==> src/rtl/bidir_rst_seq.sv <==
`timescale 1ns/1ps
module bidir_rst_seq #(
  parameter int SEQ_LEN   = 1024,
  parameter int FLASH_EXT = 4096,
  parameter int FILT_DLY  = 16,
  parameter int GAP_CYC   = 8,
  parameter int LONG_THR  = 64
) (
  input  logic       clk,
  input  logic       por_n,
  input  logic       pin_level,
  input  logic       pdn_level,
  input  logic       sw_req,
  input  logic       wdt_req,
  input  logic       bden_set,
  input  logic       flash_strap,
  output logic       int_rst,
  output logic       pin_pull,
  output logic       bden,
  output logic [3:0] src_flags
);
  localparam int TOT = SEQ_LEN + FLASH_EXT;
  localparam int CW  = $clog2(TOT + 1);
  localparam int GW  = $clog2(GAP_CYC + 1);
  localparam int LW  = $clog2(LONG_THR + 1);

  typedef enum logic [1:0] {S_IDLE, S_SEQ, S_GAP, S_HWLOW} st_t;

  st_t                st;
  logic [FILT_DLY-1:0] fpipe;
  logic [CW-1:0]      cnt;
  logic [GW-1:0]      gcnt;
  logic [LW-1:0]      lowcnt;
  logic [3:0]         src;
  logic               drive, bdseq, strap_q;

  wire filt     = fpipe[FILT_DLY-1];
  wire seq_last = (st == S_SEQ) &&
                  (cnt == (strap_q ? CW'(TOT - 1) : CW'(SEQ_LEN - 1)));
  wire low_sat  = (lowcnt == LW'(LONG_THR));

  assign int_rst  = (st == S_SEQ) || (st == S_HWLOW);
  assign pin_pull = (st == S_SEQ) && drive && pdn_level && (cnt < CW'(SEQ_LEN));

  always_ff @(posedge clk or negedge por_n)
    if (!por_n) fpipe <= '1;
    else        fpipe <= {fpipe[FILT_DLY-2:0], pin_level};

  always_ff @(posedge clk or negedge por_n) begin
    if (!por_n) begin
      st        <= S_IDLE;
      cnt       <= '0;
      gcnt      <= '0;
      lowcnt    <= '0;
      src       <= '0;
      src_flags <= '0;
      drive     <= 1'b0;
      bdseq     <= 1'b0;
      strap_q   <= 1'b0;
      bden      <= 1'b0;
    end else begin
      unique case (st)
        S_IDLE: begin
          if (!filt) begin
            st     <= S_HWLOW;
            lowcnt <= LW'(1);
            bden   <= 1'b0;
          end else if (sw_req || wdt_req) begin
            st      <= S_SEQ;
            cnt     <= '0;
            src     <= wdt_req ? 4'b0010 : 4'b0001;
            drive   <= bden && pdn_level;
            bdseq   <= bden;
            strap_q <= flash_strap;
            bden    <= 1'b0;
          end else if (bden_set) begin
            bden <= 1'b1;
          end
        end
        S_SEQ: begin
          if (!pdn_level) drive <= 1'b0;
          if (seq_last) begin
            src_flags <= src;
            st        <= bdseq ? S_GAP : S_IDLE;
            gcnt      <= '0;
            lowcnt    <= '0;
            drive     <= 1'b0;
          end else begin
            cnt <= cnt + CW'(1);
          end
        end
        S_GAP: begin
          if (!filt && !low_sat) lowcnt <= lowcnt + LW'(1);
          if (gcnt == GW'(GAP_CYC - 1)) st <= filt ? S_IDLE : S_HWLOW;
          else                          gcnt <= gcnt + GW'(1);
        end
        S_HWLOW: begin
          if (!filt) begin
            if (!low_sat) lowcnt <= lowcnt + LW'(1);
          end else begin
            st      <= S_SEQ;
            cnt     <= '0;
            src     <= low_sat ? 4'b1000 : 4'b0100;
            drive   <= 1'b0;
            bdseq   <= 1'b0;
            strap_q <= flash_strap;
          end
        end
        default: st <= S_IDLE;
      endcase
    end
  end


  pull_in_rst_chk: assert property (@(posedge clk) disable iff (!por_n)
    pin_pull |-> int_rst);

  pull_start_chk: assert property (@(posedge clk) disable iff (!por_n)
    $rose(pin_pull) |-> $rose(int_rst));

  bden_clear_chk: assert property (@(posedge clk) disable iff (!por_n)
    int_rst |-> !bden);

  flags_onehot_chk: assert property (@(posedge clk) disable iff (!por_n)
    $onehot0(src_flags));

  flags_at_end_chk: assert property (@(posedge clk) disable iff (!por_n)
    !$stable(src_flags) |-> $fell(int_rst));

  busy_hold_chk: assert property (@(posedge clk) disable iff (!por_n)
    (st == S_SEQ && !seq_last) |=> (st == S_SEQ && src == $past(src)));
endmodule

==> config.mk <==
export PLATFORM = sky130hd
export DESIGN_NAME = bidir_rst_seq
export DESIGN_NICKNAME = d
export VERILOG_FILES = /design/src/rtl/bidir_rst_seq.sv
export SDC_FILE = /design/constraint.sdc
export NUM_CORES = 1
export LEC_CHECK = 0
export BUFFER_PORTS_ARGS = -buffer_cell sky130_fd_sc_hd__clkbuf_2
export CORE_MARGIN = 2
export CORE_UTILIZATION = 40
export CTS_BUF_LIST = sky130_fd_sc_hd__clkbuf_2
export DETAILED_ROUTE_END_ITERATION = 7
export PLACE_DENSITY = 0.69
export SLEW_MARGIN = 20
export SYNTH_ARGS = -nofsm -noshare
export SYNTH_HDL_FRONTEND = slang
export SYNTH_SLANG_ARGS = --single-unit
==> constraint.sdc <==
create_clock -name clk -period 1.95 [get_ports clk]
set_input_delay 0.195 -clock clk [delete_from_list [all_inputs] [get_ports clk]]
set_output_delay 0.195 -clock clk [all_outputs]
set_load 0.02 [all_outputs]
Yosys cells after proc, flatten, opt, wreduce, memory -nomap -nowiden:

Index checks and enable logic that the tools add are counted.

* logic and storage cells: 102
* bits in registers: 54
* input port bits: 8
* output and inout port bits: 7

* eq/ne operators: 20
* reduce and logical (&&, ||, !) cells: 22
* add/subtract/negate cells: 3
* mux-type cells: 45
* magnitude comparators: 1

Operators by type and width (count)
* 13-bit 2-to-1 mux: 5
* 13-bit case mux with 3 select lines: 1
* 7-bit 2-to-1 mux: 5
* 7-bit case mux with 4 select lines: 1
* 4-bit 2-to-1 mux: 6
* 2-bit inequality test, second input constant: 11
* 2-bit 2-to-1 mux: 8
* 4-bit case mux with 2 select lines: 2
* 5-bit AND reduction: 3
* 13-bit by 1-bit adder with 13-bit output, second input constant: 1
* 13-bit equality test: 1
* 13-bit by 11-bit less-than comparator with 1-bit output, second input constant: 1
* 1-bit 2-to-1 mux: 13
* 2-bit case mux with 4 select lines: 1
* 4-bit AND reduction: 2
* 7-bit by 1-bit adder with 7-bit output, second input constant: 1
* 7-bit equality test, second input constant: 1
* 1-bit logical AND: 6
* 3-bit inequality test, second input constant: 2
* 4-bit by 1-bit adder with 4-bit output, second input constant: 1
* 2-bit equality test, second input constant: 2
* 4-bit by 3-bit equality test with 1-bit output, second input constant: 1
* 1-bit case mux with 2 select lines: 2
* 2-bit AND reduction: 2
* other kinds (9): 12

Logic depth before layout (Yosys ltp):

* word-level depth: 5
* depth in mapped cells: 7

Least setup slack after synthesis:

No wires, ideal clock.

* kind: flip-flop to flip-flop
* start point: register cnt[0]
* end point: register lowcnt[1]
* required time: 1.829 ns
* cell stages (with the launch flop): 7
* arrival time: 1.799 ns
* setup slack: 0.030 ns
* clock period less this slack: 1.920 ns
* path through: dfrtp_1 > ha_1 > nand4_2 > or3_1 > o31a_1 > or2_1 > a22o_1

* longest elaborated chain between the ends: 4

RTL lines
* from (decl): RTL line 31 `logic [CW-1:0] cnt;`
* from (signal assigned): RTL line 89 `cnt <= cnt + CW'(1);`
* 13-bit equality test: RTL line 39 `(cnt == (strap_q ? CW'(TOT - 1) : CW'(SEQ_LEN - 1)));`
* 1-bit logical AND: RTL line 38 `wire seq_last = (st == S_SEQ) &&`
* 2-bit inequality test (no source line)
* 5-bit AND reduction (no source line)
* to (signal assigned): RTL line 93 `if (!filt && !low_sat) lowcnt <= lowcnt + LW'(1);`
* to (signal assigned): RTL line 99 `if (!low_sat) lowcnt <= lowcnt + LW'(1);`
* to (decl): RTL line 33 `logic [LW-1:0] lowcnt;`

No other way between the ends.
A chain may end at the register's enable or synchronous reset.

Worst setup path in the final report:

* start point: register cnt[11]
* end point: register cnt[7]

* longest elaborated chain between the ends: 4

RTL lines (RTL line)
* 13-bit equality test: 39
* 1-bit logical AND: 38
* 2-bit inequality test (no source line)
* 5-bit AND reduction (no source line)

No other way between the ends.

==> results.toml <==
[run_status]
status = "complete, but fails checks"
violations = "setup timing"

[sta]
slew_violations = 0
max_slew_margin_pct = 64.3
worst_slack_ps = -83.9
setup_viol = 5
grt_setup_unrepaired = "true"
fin_crit_ps = 2030
hold_viol = 0
finalCritPeriodShare_pct = 104
tightest_slew_ps = 536
clock_skew_ps = 17.6
fmax_ghz = 0.492

[placed_design]
port_buffers = 14
routabilityCongestion = 0.844
placed_cell_area_um2 = 2790
dp_hpwl_um = 3570

[worst_setup_path]
critPathMaxFanout = 6
end_kind = "flip-flop"
worst-setup-path-type = "flip-flop to flip-flop"
critPathArrivalTime_ps = 2420
cp.required_ps = 2340
crit_path_start_kind = "flip-flop"

[route]
drtAntennaViolNets = 0
wl_um = 5350
drtIter0Drc = 110
dr.pass1.iters = 4
dr_total_vias = 1937
post_drt_wl_per_cell_um = 14.6
drc = 0
via_per_inst = 5.28

[layout]
fin_nets = 303
final_cell_area_um2 = 3040
layout-drive-gt1-share_pct = 29.8
fill_cells = 549
antenna_cells = 0
area_growth_pct = 21.2

[synthesis]
synth.area.top_cells = "dfrtp_1 38%, dfstp_2 17%, nand2_1 5.4%"
avgSynthCellArea_um2 = 9.97
yosys_warnings = 0
synth_edf_count = 0
synth_area_leader_cell = "dfrtp_1"
post-synth-top-count-cell = "dfrtp_1"
syn_nets = 264
synth.top_cell.area_share_pct = 37.8
ys_types = 47
async_flop_share_pct = 100
synth.cell_area_um2 = 2510
netlist_instances = 252
synthTopCellsByCount = "38 x dfrtp_1, 36 x nand2_1, 20 x nor2_1"
synthFlopType = "dfrtp_1"
ys_ff_latch = 54
yosysSeqAreaShare_pct = 54.6

[clock_network]
clk_latency_ps = 450
cts_buffers = 5
cts_sinks = 54
htreeDepth = 2
clock_path_buffers = 2
cts-root-buf = "clkbuf_2"
cts_tree = "yes"
clk_pin_slew_ps = 270

[job]
drv_cap = 0

[pwr]
ir_drop_uv = 616
p_leak_nw = 1.36
power_mw = 3.27
power_density_nw_per_um2 = 1070

[floorplanning]
rows = 28
die_x_um = 83.3
dieArea_um2 = 6930
start_util_pct = 41.9
die_h_um = 83.3
ios = 15
core_um2 = 5990

[grt]
grt-ovfl-total = 0
grt_max_degree = 36
grt_first_pass_wirelength_um = 9150
grt_pass1_vias = 1915
antenna_found_initial = 0
track_usage_pct = 16.1

[hold_path]
hold_class = "primary input to flip-flop"
==> critical path, stage by stage, from the launching register on <==
cell and delay, ps:
dfrtp_1 450, or4b_4 590, buf_6 150, nor4_4 380
buf_6 200, o31ai_4 60, a21oi_2 160
==> power breakdown <==
part	internal (mW)	switching [mW]	leakage, nW
Sequential	1.33	0.168	0.675
Clock	0.0948	0.353	0.0330
Combinational	0.562	0.764	0.655
==> layout make-up <==
type | count | area (µm²) | area share [%]
Clock buffer | 6 | 30.0 | 0.986
Clock inverter | 2 | 13.8 | 0.452
Multi-Input combinational cell | 179 | 1160 | 38.0
Timing Repair Buffer | 45 | 355 | 11.7
Inverter | 6 | 22.5 | 0.740
Tap cell | 75 | 93.8 | 3.08
Sequential cell | 54 | 1370 | 45.0
==> kinds of logic after synthesis <==
| group | Yosys count | synth area share, % |
|---|---|---|
| simple gates | 108 | 22.8 |
| buf+inv | 19 | 3.19 |
| compound gates | 58 | 14.1 |
| mux | 3 | 1.25 |
| flops | 54 | 54.6 |
| fa+ha+maj | 4 | 1.99 |
| xor+xnor | 6 | 2.09 |
==> sequential cells by signal (all words and copies together), names as in the netlist, 2 cells and up <==
| signal | count |
|---|---|
| src | 4 |
| lowcnt | 7 |
| cnt | 13 |
| src_flags | 4 |
| gcnt | 4 |
| fpipe | 16 |
| st | 2 |
==> metrics by stage <==
step | instances | setup TNS (ps) | setup slack (ps) | hold slack, ps | utilization, %
2_1_floorplan | 252 | 0 | 29.7 | -101 | -
3_3_place_gp | 349 | 0 | 48.6 | 194 | 46.6
3_5_place_dp | 349 | 0 | 12.4 | 201 | 46.6
4_1_cts | 364 | -61.7 | -61.7 | 79.2 | 48.8
5_1_grt | 367 | -1160 | -150 | 125 | 50.8
6_report | 367 | -300 | -83.9 | 103 | 50.8
==> worst paths after layout <==
path                                           from                  endpoint  slack (ps)  cells past startpoint
worst max-delay path            cnt[11]$_DFFE_PN0P_        cnt[7]$_DFFE_PN0P_         -80                      6
worst min-delay path                        wdt_req          bden$_DFFE_PN0P_         100                      4
worst max register to register  cnt[11]$_DFFE_PN0P_        cnt[7]$_DFFE_PN0P_         -80                      6
worst min register to register   fpipe[7]$_DFF_PN1_        fpipe[8]$_DFF_PN1_         360                      0
max in group asynchronous                     por_n        fpipe[0]$_DFF_PN1_        1100                      3
min in group asynchronous                     por_n  src_flags[2]$_DFFE_PN0P_         200                      2
==> cells in the final DEF (no fill, tap or decap), types with 3 or more instances in the layout <==
| cell | count |
|---|---|
| o21ai_0 | 12 |
| a21oi_2 | 3 |
| buf_6 | 5 |
| dfstp_2 | 16 |
| a21oi_1 | 15 |
| xnor2_1 | 4 |
| nor2_1 | 19 |
| inv_1 | 6 |
| nor4_1 | 4 |
| ha_1 | 3 |
| nor2b_1 | 6 |
| o31ai_1 | 4 |
| dlygate4sd3_1 | 5 |
| o21ai_1 | 3 |
| clkbuf_2 | 19 |
| nand2_1 | 36 |
| nor3_1 | 5 |
| a31oi_1 | 3 |
| nand3_1 | 10 |
| a21o_1 | 5 |
| buf_4 | 20 |
| dfrtp_1 | 38 |
==> repair_timing <==
action,4_1_cts,5_1_grt
pin swaps,3,12
buffers inserted,2,4
endpoints found under the setup margin,8,21
cloned,0,0
hold buffers,5,0
resized for setup,5,26
hold endpoints to repair,23,0
==> routing by layer <==
metal	vias to the layer above	GRT usage, %	share of wire (%)
li1	971	-	-
met1	927	20.9	48
met2	26	25.7	46
met3	13	3.58	3.1
met4	0	7.60	2.9
met5	-	0	0
No activity file was read; power rests on OpenSTA's default activity.
